### src/rtl/mtap_pkg.sv
package mtap_pkg;
    localparam int NIB_W   = 4;
    localparam int STATE_W = 2;

    typedef logic [NIB_W-1:0]   nib_t;
    typedef logic [STATE_W-1:0] sstate_t;

    localparam nib_t    NIB_IDLE   = '1;
    localparam sstate_t SSTATE_TOP = '1;

    // Descending scan phase with wrap from zero to the top value.
    function automatic sstate_t sstate_next(sstate_t s);
        return (s == '0) ? SSTATE_TOP : sstate_t'(s - 1'b1);
    endfunction
endpackage

### src/rtl/mtap_snapshot.sv
module mtap_snapshot #(
    parameter int NUM_PLAYERS = 5,
    parameter int BYTE_W      = 8
) (
    input  logic                          clk,
    input  logic                          rst_n,
    input  logic                          load_i,
    input  logic [NUM_PLAYERS*BYTE_W-1:0] bytes_i,
    output logic [NUM_PLAYERS*BYTE_W-1:0] bytes_o
);
    for (genvar g = 0; g < NUM_PLAYERS; g++) begin : g_slot
        logic [BYTE_W-1:0] slot_d, slot_q;

        always_comb begin
            slot_d = load_i ? bytes_i[g*BYTE_W +: BYTE_W] : slot_q;
        end

        always_ff @(posedge clk or negedge rst_n) begin
            if (!rst_n) slot_q <= '1;
            else        slot_q <= slot_d;
        end

        assign bytes_o[g*BYTE_W +: BYTE_W] = slot_q;
    end
endmodule

### src/rtl/mtap_watchdog.sv
module mtap_watchdog #(
    parameter int LIMIT = 1100,
    localparam int CNT_W = $clog2(LIMIT + 1)
) (
    input  logic             clk,
    input  logic             rst_n,
    input  logic             run_i,
    output logic             expire_o,
    output logic [CNT_W-1:0] count_o
);
    logic [CNT_W-1:0] cnt_d, cnt_q;

    always_comb begin
        expire_o = run_i && (cnt_q == CNT_W'(LIMIT - 1));
        cnt_d    = (run_i && !expire_o) ? cnt_q + 1'b1 : '0;
    end

    always_ff @(posedge clk or negedge rst_n) begin
        if (!rst_n) cnt_q <= '0;
        else        cnt_q <= cnt_d;
    end

    assign count_o = cnt_q;
endmodule

### src/rtl/mtap_nibble_mux.sv
module mtap_nibble_mux
    import mtap_pkg::*;
#(
    parameter int NUM_PLAYERS = 5,
    parameter int PIDX_W      = 3,
    localparam int BYTE_W     = 2 * NIB_W
) (
    input  logic                          active_i,
    input  logic                          upper_i,
    input  logic [PIDX_W-1:0]             pidx_i,
    input  logic [NUM_PLAYERS*BYTE_W-1:0] bytes_i,
    output nib_t                          nib_o
);
    always_comb begin
        nib_o = NIB_IDLE;
        if (active_i) begin
            for (int p = 0; p < NUM_PLAYERS; p++) begin
                if (pidx_i == PIDX_W'(p)) begin
                    nib_o = upper_i ? bytes_i[p*BYTE_W + NIB_W +: NIB_W]
                                    : bytes_i[p*BYTE_W +: NIB_W];
                end
            end
        end
    end
endmodule

### src/rtl/mtap_responder.sv
module mtap_responder
    import mtap_pkg::*;
#(
    parameter int NUM_PLAYERS = 5,
    parameter int CLK_MHZ     = 2,
    parameter int TIMEOUT_US  = 550
) (
    input  logic                        clk,
    input  logic                        rst_n,
    input  logic                        sel_i,
    input  logic                        clr_i,
    input  logic [NUM_PLAYERS*8-1:0]    pad_bytes_i,
    output logic [3:0]                  data_o,
    output logic                        hold_o,
    output logic                        scan_done_o,
    output logic [1:0]                  scan_state_o
);
    localparam int BYTE_W  = 2 * NIB_W;
    localparam int PIDX_W  = $clog2(NUM_PLAYERS + 1);
    localparam int TMO_CYC = CLK_MHZ * TIMEOUT_US;
    localparam int CNT_W   = $clog2(TMO_CYC + 1);

    typedef struct packed {
        logic              clr;
        logic              sel;
        logic              active;
        logic [PIDX_W-1:0] pidx;
        sstate_t           sstate;
        logic              done;
    } seq_t;

    seq_t seq_d, seq_q;

    logic                          clr_fall, clr_rise, sel_rise;
    logic                          tmo_expire;
    logic [CNT_W-1:0]              wd_count;
    logic [NUM_PLAYERS*BYTE_W-1:0] snap_bytes;

    assign clr_fall = seq_q.clr & ~clr_i;
    assign clr_rise = ~seq_q.clr & clr_i;
    assign sel_rise = ~seq_q.sel & sel_i;

    always_comb begin
        seq_d      = seq_q;
        seq_d.clr  = clr_i;
        seq_d.sel  = sel_i;
        seq_d.done = 1'b0;
        if (clr_fall) begin
            seq_d.active = 1'b1;
            seq_d.pidx   = '0;
        end else if (seq_q.active) begin
            if (tmo_expire) begin
                seq_d.active = 1'b0;
                seq_d.sstate = '0;
                seq_d.done   = 1'b1;
            end else if (clr_rise) begin
                seq_d.active = 1'b0;
                seq_d.sstate = sstate_next(seq_q.sstate);
                seq_d.done   = 1'b1;
            end else if (sel_rise && (seq_q.pidx != PIDX_W'(NUM_PLAYERS))) begin
                seq_d.pidx = seq_q.pidx + 1'b1;
            end
        end
    end

    always_ff @(posedge clk or negedge rst_n) begin
        if (!rst_n) begin
            seq_q <= '{clr: 1'b1, sel: 1'b1, active: 1'b0, pidx: '0,
                       sstate: SSTATE_TOP, done: 1'b0};
        end else begin
            seq_q <= seq_d;
        end
    end

    mtap_snapshot #(
        .NUM_PLAYERS(NUM_PLAYERS),
        .BYTE_W     (BYTE_W)
    ) snap_i (
        .clk    (clk),
        .rst_n  (rst_n),
        .load_i (clr_fall),
        .bytes_i(pad_bytes_i),
        .bytes_o(snap_bytes)
    );

    mtap_watchdog #(
        .LIMIT(TMO_CYC)
    ) wdog_i (
        .clk     (clk),
        .rst_n   (rst_n),
        .run_i   (seq_q.active & ~seq_q.clr & seq_q.sel),
        .expire_o(tmo_expire),
        .count_o (wd_count)
    );

    mtap_nibble_mux #(
        .NUM_PLAYERS(NUM_PLAYERS),
        .PIDX_W     (PIDX_W)
    ) mux_i (
        .active_i(seq_q.active),
        .upper_i (seq_q.sel),
        .pidx_i  (seq_q.pidx),
        .bytes_i (snap_bytes),
        .nib_o   (data_o)
    );

    assign hold_o       = seq_q.active;
    assign scan_done_o  = seq_q.done;
    assign scan_state_o = seq_q.sstate;
endmodule

### config.mk
export PLATFORM = sky130hd
export DESIGN_NAME = mtap_responder
export DESIGN_NICKNAME = d
export VERILOG_FILES = /design/src/rtl/mtap_pkg.sv /design/src/rtl/mtap_snapshot.sv /design/src/rtl/mtap_watchdog.sv /design/src/rtl/mtap_nibble_mux.sv /design/src/rtl/mtap_responder.sv
export SDC_FILE = /design/constraint.sdc
export NUM_CORES = 1
export LEC_CHECK = 0
export CORE_ASPECT_RATIO = 1.25
export CORE_MARGIN = 5
export CORE_UTILIZATION = 55
export CTS_BUF_LIST = sky130_fd_sc_hd__clkbuf_4 sky130_fd_sc_hd__clkbuf_8
export CTS_CLUSTER_SIZE = 16
export DETAILED_ROUTE_END_ITERATION = 6
export DONT_BUFFER_PORTS = 1
export GPL_TIMING_DRIVEN = 1
export MAX_ROUTING_LAYER = met4
export PLACE_DENSITY = 0.83
export SLEW_MARGIN = 20
export SYNTH_ARGS = -nofsm -noshare
export SYNTH_HDL_FRONTEND = slang
export SYNTH_SLANG_ARGS = --single-unit
### constraint.sdc
create_clock -name clk -period 1.3 [get_ports clk]
set_input_delay 0.13 -clock clk [delete_from_list [all_inputs] [get_ports clk]]
set_output_delay 0.13 -clock clk [all_outputs]
set_load 0.01 [all_outputs]
==> results of run 1 <==
## placed cells by master, fill, tap and decap left out, drive strengths merged, types with 5 or more instances in the layout
cell type,n
buf,52
mux2,45
dfstp,44
dlygate4sd3,42
nor2,19
mux2i,16
dfrtp,16
clkbuf,14
nand3,12
nand2,11
xnor2,8
inv,8
ha,7
a21oi,5
## worst max-delay path, stage by stage (launching register included)
cell       delay, ns
dfrtp_2         0.43
inv_2           0.09
ha_4            0.20
nor4b_4         0.42
nand2_1         0.14
nand3_2         0.13
o2111ai_4       0.14
## routing by layer
layer | track usage (%) | part of all wire, % | wire (µm)
met1 | 31.0 | 37 | 3850
met2 | 48.2 | 52 | 5450
met3 | 8.32 | 6.7 | 707
met4 | 16.9 | 5.0 | 530
met5 | - | 0 | 0
## cell type report
type                       instances  area, µm²  share of cell area (%)
multi-input combinational        154       1760                    38.0
sequential                        60       1560                    33.8
clock inverter                     2       10.0                   0.217
tap                               62       77.6                    1.68
clock buffer                      14        180                    3.90
inverter                           8       30.0                   0.650
timing repair buffer              94       1000                    21.7
## state kept, by name (all words and copies together) (netlist names)
name,count
scan_state_o,2
hold_o,1
scan_done_o,1
snap_i.g_slot.slot_q,40
wdog_i.count_o,11
seq_q,5
## power by group through the flow
stage          logic, µW  clock network (µW)  registers [µW]
2_1_floorplan        730                   0            2380
3_3_place_gp         793                   0            2470
3_5_place_dp         823                   0            2470
4_1_cts             1100                1620            2460
5_1_grt             1400                1780            2530
6_report            1330                1690            2510
## timing repair
action	CTS	global route
cloned	3	0
gates resized for setup	48	40
endpoints found under the hold margin	102	60
buffers inserted	17	6
pin swaps	16	13
setup endpoints to repair	60	62
## through the flow
stage               TNS [ns]  hold slack [ns]  worst slack (ns)  util, %
floorplan              -2.10           -0.166           -0.0989        -
global placement       -5.52           -0.164            -0.263     65.6
detailed placement     -6.32           -0.164            -0.281     65.6
CTS                    -9.00           -0.533            -0.555     85.7
global route          -14.25           -0.558            -0.798     89.7
finish                -10.82           -0.542            -0.735     89.7
## path summary, 6_finish.rpt
| path | endpoint | slack [ns] | cells past startpoint |
|---|---|---|---|
| setup / recovery | data_o[0] | -0.74 | 6 |
| hold / removal | wdog_i.count_o[10] | -0.54 | 0 |
| setup reg to reg | seq_q[5] | -0.37 | 7 |
| hold reg to reg | wdog_i.count_o[0] | 0.56 | 2 |
| max in group asynchronous | snap_i.g_slot[0].slot_q[6] | 1.63 | 0 |
| min in group clk | scan_state_o[0] | 0.06 | 2 |
## cells by family after synthesis
kind of cell	Yosys count	share of synthesized area, %
fa+ha+maj	7	2.96
flops	60	52.7
simple gates	62	11.4
mux	61	22.6
buf+inv	20	4.11
compound gates	15	3.60
xor+xnor	9	2.67
==> metrics, run 1 <==
final setup fails 61; Final period util 157%; Core Area 0.00515 mm²; Post-synth EDFFs 0; Starting Density 57.3%; gr ovfl total 0; # IOs 52; kind of critical path reg -> out; Routed WL 10500 µm; DR vias about 2300; Slew @ Worst Pin 0.431 ns; power density cells 1200 mW/mm²; clk slew on worst S/H paths 0.07 ns; Post-CTS Hold Buffers 42; CTS tree done; DRT iter0 DRCs 156; post-DP HPWL 4470 µm; sequential fraction of the synthesis area between 50% and 60%; top cell type by total area after synthesis dfstp_2; sequential power share 45.4%; worst hold path class in -> async; share of layout cells above drive strength 1 around 65%; Final Power around 5500 µW; Die Wd 75.6 µm; Netlist cell types 33; largest net degree at the start of global routing between 60 and 70; # H-tree levels 3; vias in the first global route ~2600; filler cell count in the final layout 178; CTS root buf clkbuf_8; Tmin final 2.04 ns; First-pass DRT Iterations 4; main area contributors after synthesis dfstp_2 (39%), dfrtp_1 (14%), mux2_1 (11%); via-per-instance ratio about 6.0; Inst Count DP 313; Fmax 491 MHz; area of the die slightly below 0.007 mm²; Max FO, Critical Path 4; final hold vios 60; Post-Syn Instances 234; status finished with violations; start point of the critical path seq_q[3]; clock latency on the worst-skew pair about 0.36 ns; P_int 3920 µW; initial antenna violation count 0; Synth top cells by count dfstp_2 (44), mux2_1 (28), nor2_1 (19), mux2_2 (17); FP Rows 29; worst vdd ir 0.00119 V; Post-Layout Cell Count just under 400; Clock Power Share 30.6%; Min Hold Slack -0.542 ns; die height 91.9 µm; IO buf count 0; buffer depth of the longest clock path 2; Clock Skews 0.00773 ns; Cell Area, Synth 0.00295 mm²; Leak 0.00197 µW; Setup crit start kind flop; count leader, synth dfstp_2; crit end category output port; Syn-to-layout area delta 56.4%; Max-Cap Viols 0; Synth Net Count around 290; Mean Syn Cell Area approximately 13 µm²; Post-DP Area 0.00338 mm²; CP Data Arrival Time 1.91 ns; Rel. slew slack 70.4%; Ys Warns 0; async set or reset register ratio after synthesis 100%; placer congestion estimate 0.927; DR WL/cell 26.7 µm; switching power 1610 µW; DRC errors left 0; first-pass GRT wire length 14200 µm; failing checks hold timing, setup timing; RSZ-0062 raised after global routing yes; Setup WS post-layout -0.735 ns; Main synth FF type dfstp_2; Final Slew Violations 0; TritonCTS Sinks 60; GRT Total Usage 29.5%; reg2reg start seq_q[3]; antenna cells 0; CTS Buf Count 9; combinational share of power 24.1%; share of the synthesized area in the top cell type between 30% and 40%; #FFs+latches synth 60; Post-DRT Antenna Nets 0; Switching Share between 20% and 30%; Final nets around 380; Critical Path RT 1.17 ns; Final Cell Area 0.00462 mm²
(Power assumes the default switching activity.)
==> run 2: changes to the inputs <==
--- a/config.mk
+++ b/config.mk
@@ -13,8 +13,9 @@
 export DETAILED_ROUTE_END_ITERATION = 6
 export DONT_BUFFER_PORTS = 1
 export GPL_TIMING_DRIVEN = 1
+export HOLD_SLACK_MARGIN = 0.08
 export MAX_ROUTING_LAYER = met4
-export PLACE_DENSITY = 0.83
+export PLACE_DENSITY = 0.73
 export SLEW_MARGIN = 20
 export SYNTH_ARGS = -nofsm -noshare
 export SYNTH_HDL_FRONTEND = slang
==> run 2 against run 1 <==
  * The run still ends with hold timing, setup timing left
  * Design area down 1.7%
  * First-iteration DRC count up 22%
  * Clock-buffer cell count down 3
==> metrics, run 2 (synthesis results as in run 1) <==
max reg flops 40; Rel. slew slack 76.7%; Post-DRT Antenna Nets 0; CTS tree done; Tmin final approximately 2.0 ns; CTS root buf clkbuf_8; initial antenna violation count 0; first-pass GRT wire length 13500 µm; Leak 0.00194 µW; Slew @ Worst Pin 0.340 ns; # IOs 52; multi-input logic area around 0.0017 mm²; clock latency on the worst-skew pair 0.35 ns; DRT iter0 DRCs 190; Min Hold Slack -0.510 ns; metal2 WL 5080 µm; vias in the first global route 2526; FF+latch area 0.00156 mm²; Final nets 371; kind of critical path reg -> out; final setup fails 60; DR WL/cell 24.9 µm; Clock Skews 0.00744 ns; Max FO, Critical Path 9; share of layout cells above drive strength 1 between 60% and 70%; Setup crit start kind flop; fin util about nine tenths; largest net degree at the start of global routing just over 60; crit end category output port; GRT Total Usage 27.7%; CTS Buf Count 9; most frequent cells in the layout dfstp_2 (44), dlygate4sd3_1 (42), mux2_4 (40); total negative slack -9.28 ns; failing checks hold timing, setup timing; via-per-instance ratio 5.97; power density cells ~1200 mW/mm²; Fmax 492 MHz; RSZ-0062 raised after global routing yes; Final Slew Violations 0; # H-tree levels 3; Critical Path RT 1.17 ns; FP Rows 29; Max-Cap Viols 0; CP Data Arrival Time ~1.9 ns; Final period util 156%; Routed WL slightly below 10000 µm; buffer depth of the longest clock path 2; area of the die 0.00695 mm²; First-pass DRT Iterations 4; Post-CTS Hold Buffers 42; status finished with violations; clk slew on worst S/H paths 0.06 ns; Syn-to-layout area delta 53.7%; TritonCTS Sinks 60; IO buf count 0; max layer used met4; worst hold path class in -> async; placer congestion estimate around 0.8; Die Wd between 70 and 80 µm; wire length on met1 3530 µm; Top reg by flops snap_i.g_slot.slot_q; DR vias approximately 2300; die height 91.9 µm; gr ovfl total 0; Core Area 0.00515 mm²; Starting Density 57.3%; worst vdd ir 0.00113 V; Setup WS post-layout -0.731 ns; post-DP HPWL 4310 µm; filler cell count in the final layout 202; commonest non-fill, non-tap cell in the layout dfstp_2; met3 routed WL 539 µm; final hold vios 60; DRC errors left 0
run 2: routing by layer:
layer	GRT usage, %	vias to the layer above
met4	13.8	0
met1	29.5	1173
met3	7.33	46
li1	-	1000
met5	-	-
met2	46.3	99
run 2: layout make-up:
class | count | area share, %
multi-input cells | 154 | 37.9
flip-flops and latches | 60 | 34.3
repair buffers | 87 | 20.5
clock buffers | 11 | 3.20
well taps | 62 | 1.71
clock inverters | 5 | 1.65
inverters | 8 | 0.661
diodes | 1 | 0.0551
run 2: power by group:
group	internal [µW]	switching, µW	leakage [µW]
Clock	1140	766	0.000117
Combinational	727	536	0.00114
Sequential	2270	209	0.000680
run 2: worst paths after layout:
kind | start | end | slack (ns) | depth (start not counted)
worst max register to register | seq_q[3] | seq_q[3] | -0.43 | 7
worst min-delay path | rst_n | wdog_i.count_o[5] | -0.51 | 0
worst min register to register | scan_state_o[0] | scan_state_o[0] | 0.54 | 2
max in group asynchronous | rst_n | snap_i.g_slot[1].slot_q[0] | 1.62 | 0
worst max-delay path | seq_q[7] | data_o[0] | -0.73 | 5
min in group clk | clr_i | hold_o | 0.15 | 3
run 2: what timing repair did:
item / in CTS / in global routing
gates resized for setup: 29 / 44
gates cloned: 5 / 0
pin swaps: 10 / 14
hold endpoints to repair: 103 / 60
setup endpoints to repair: 61 / 61
buffers inserted: 11 / 3
run 2: metrics by stage:
step / worst slack, ns / instances / total power [µW] / cell area (µm²)
final: -0.731 / 388 / 5650 / 4540
after global routing: -0.738 / 387 / 5830 / 4540
after CTS: -0.552 / 386 / 5390 / 4370
after detailed placement: -0.230 / 312 / 3270 / 3400
after global placement: -0.206 / 312 / 3260 / 3400
after floorplan: -0.0989 / 234 / 3110 / 3180
run 2: critical path, stage by stage (launching register included):
cell and delay (ns):
dfstp_2 0.60, buf_8 0.17, mux2i_1 0.36, nand2_1 0.13
nand3_2 0.12, o2111ai_2 0.17
==> run 3: changes to the inputs <==
--- a/config.mk
+++ b/config.mk
@@ -16,7 +16,6 @@
 export HOLD_SLACK_MARGIN = 0.08
 export MAX_ROUTING_LAYER = met4
 export PLACE_DENSITY = 0.73
-export SLEW_MARGIN = 20
 export SYNTH_ARGS = -nofsm -noshare
 export SYNTH_HDL_FRONTEND = slang
 export SYNTH_SLANG_ARGS = --single-unit
==> results of run 3 <==
Same layout as run 2: the final DEF is identical, and so are final timing and power.
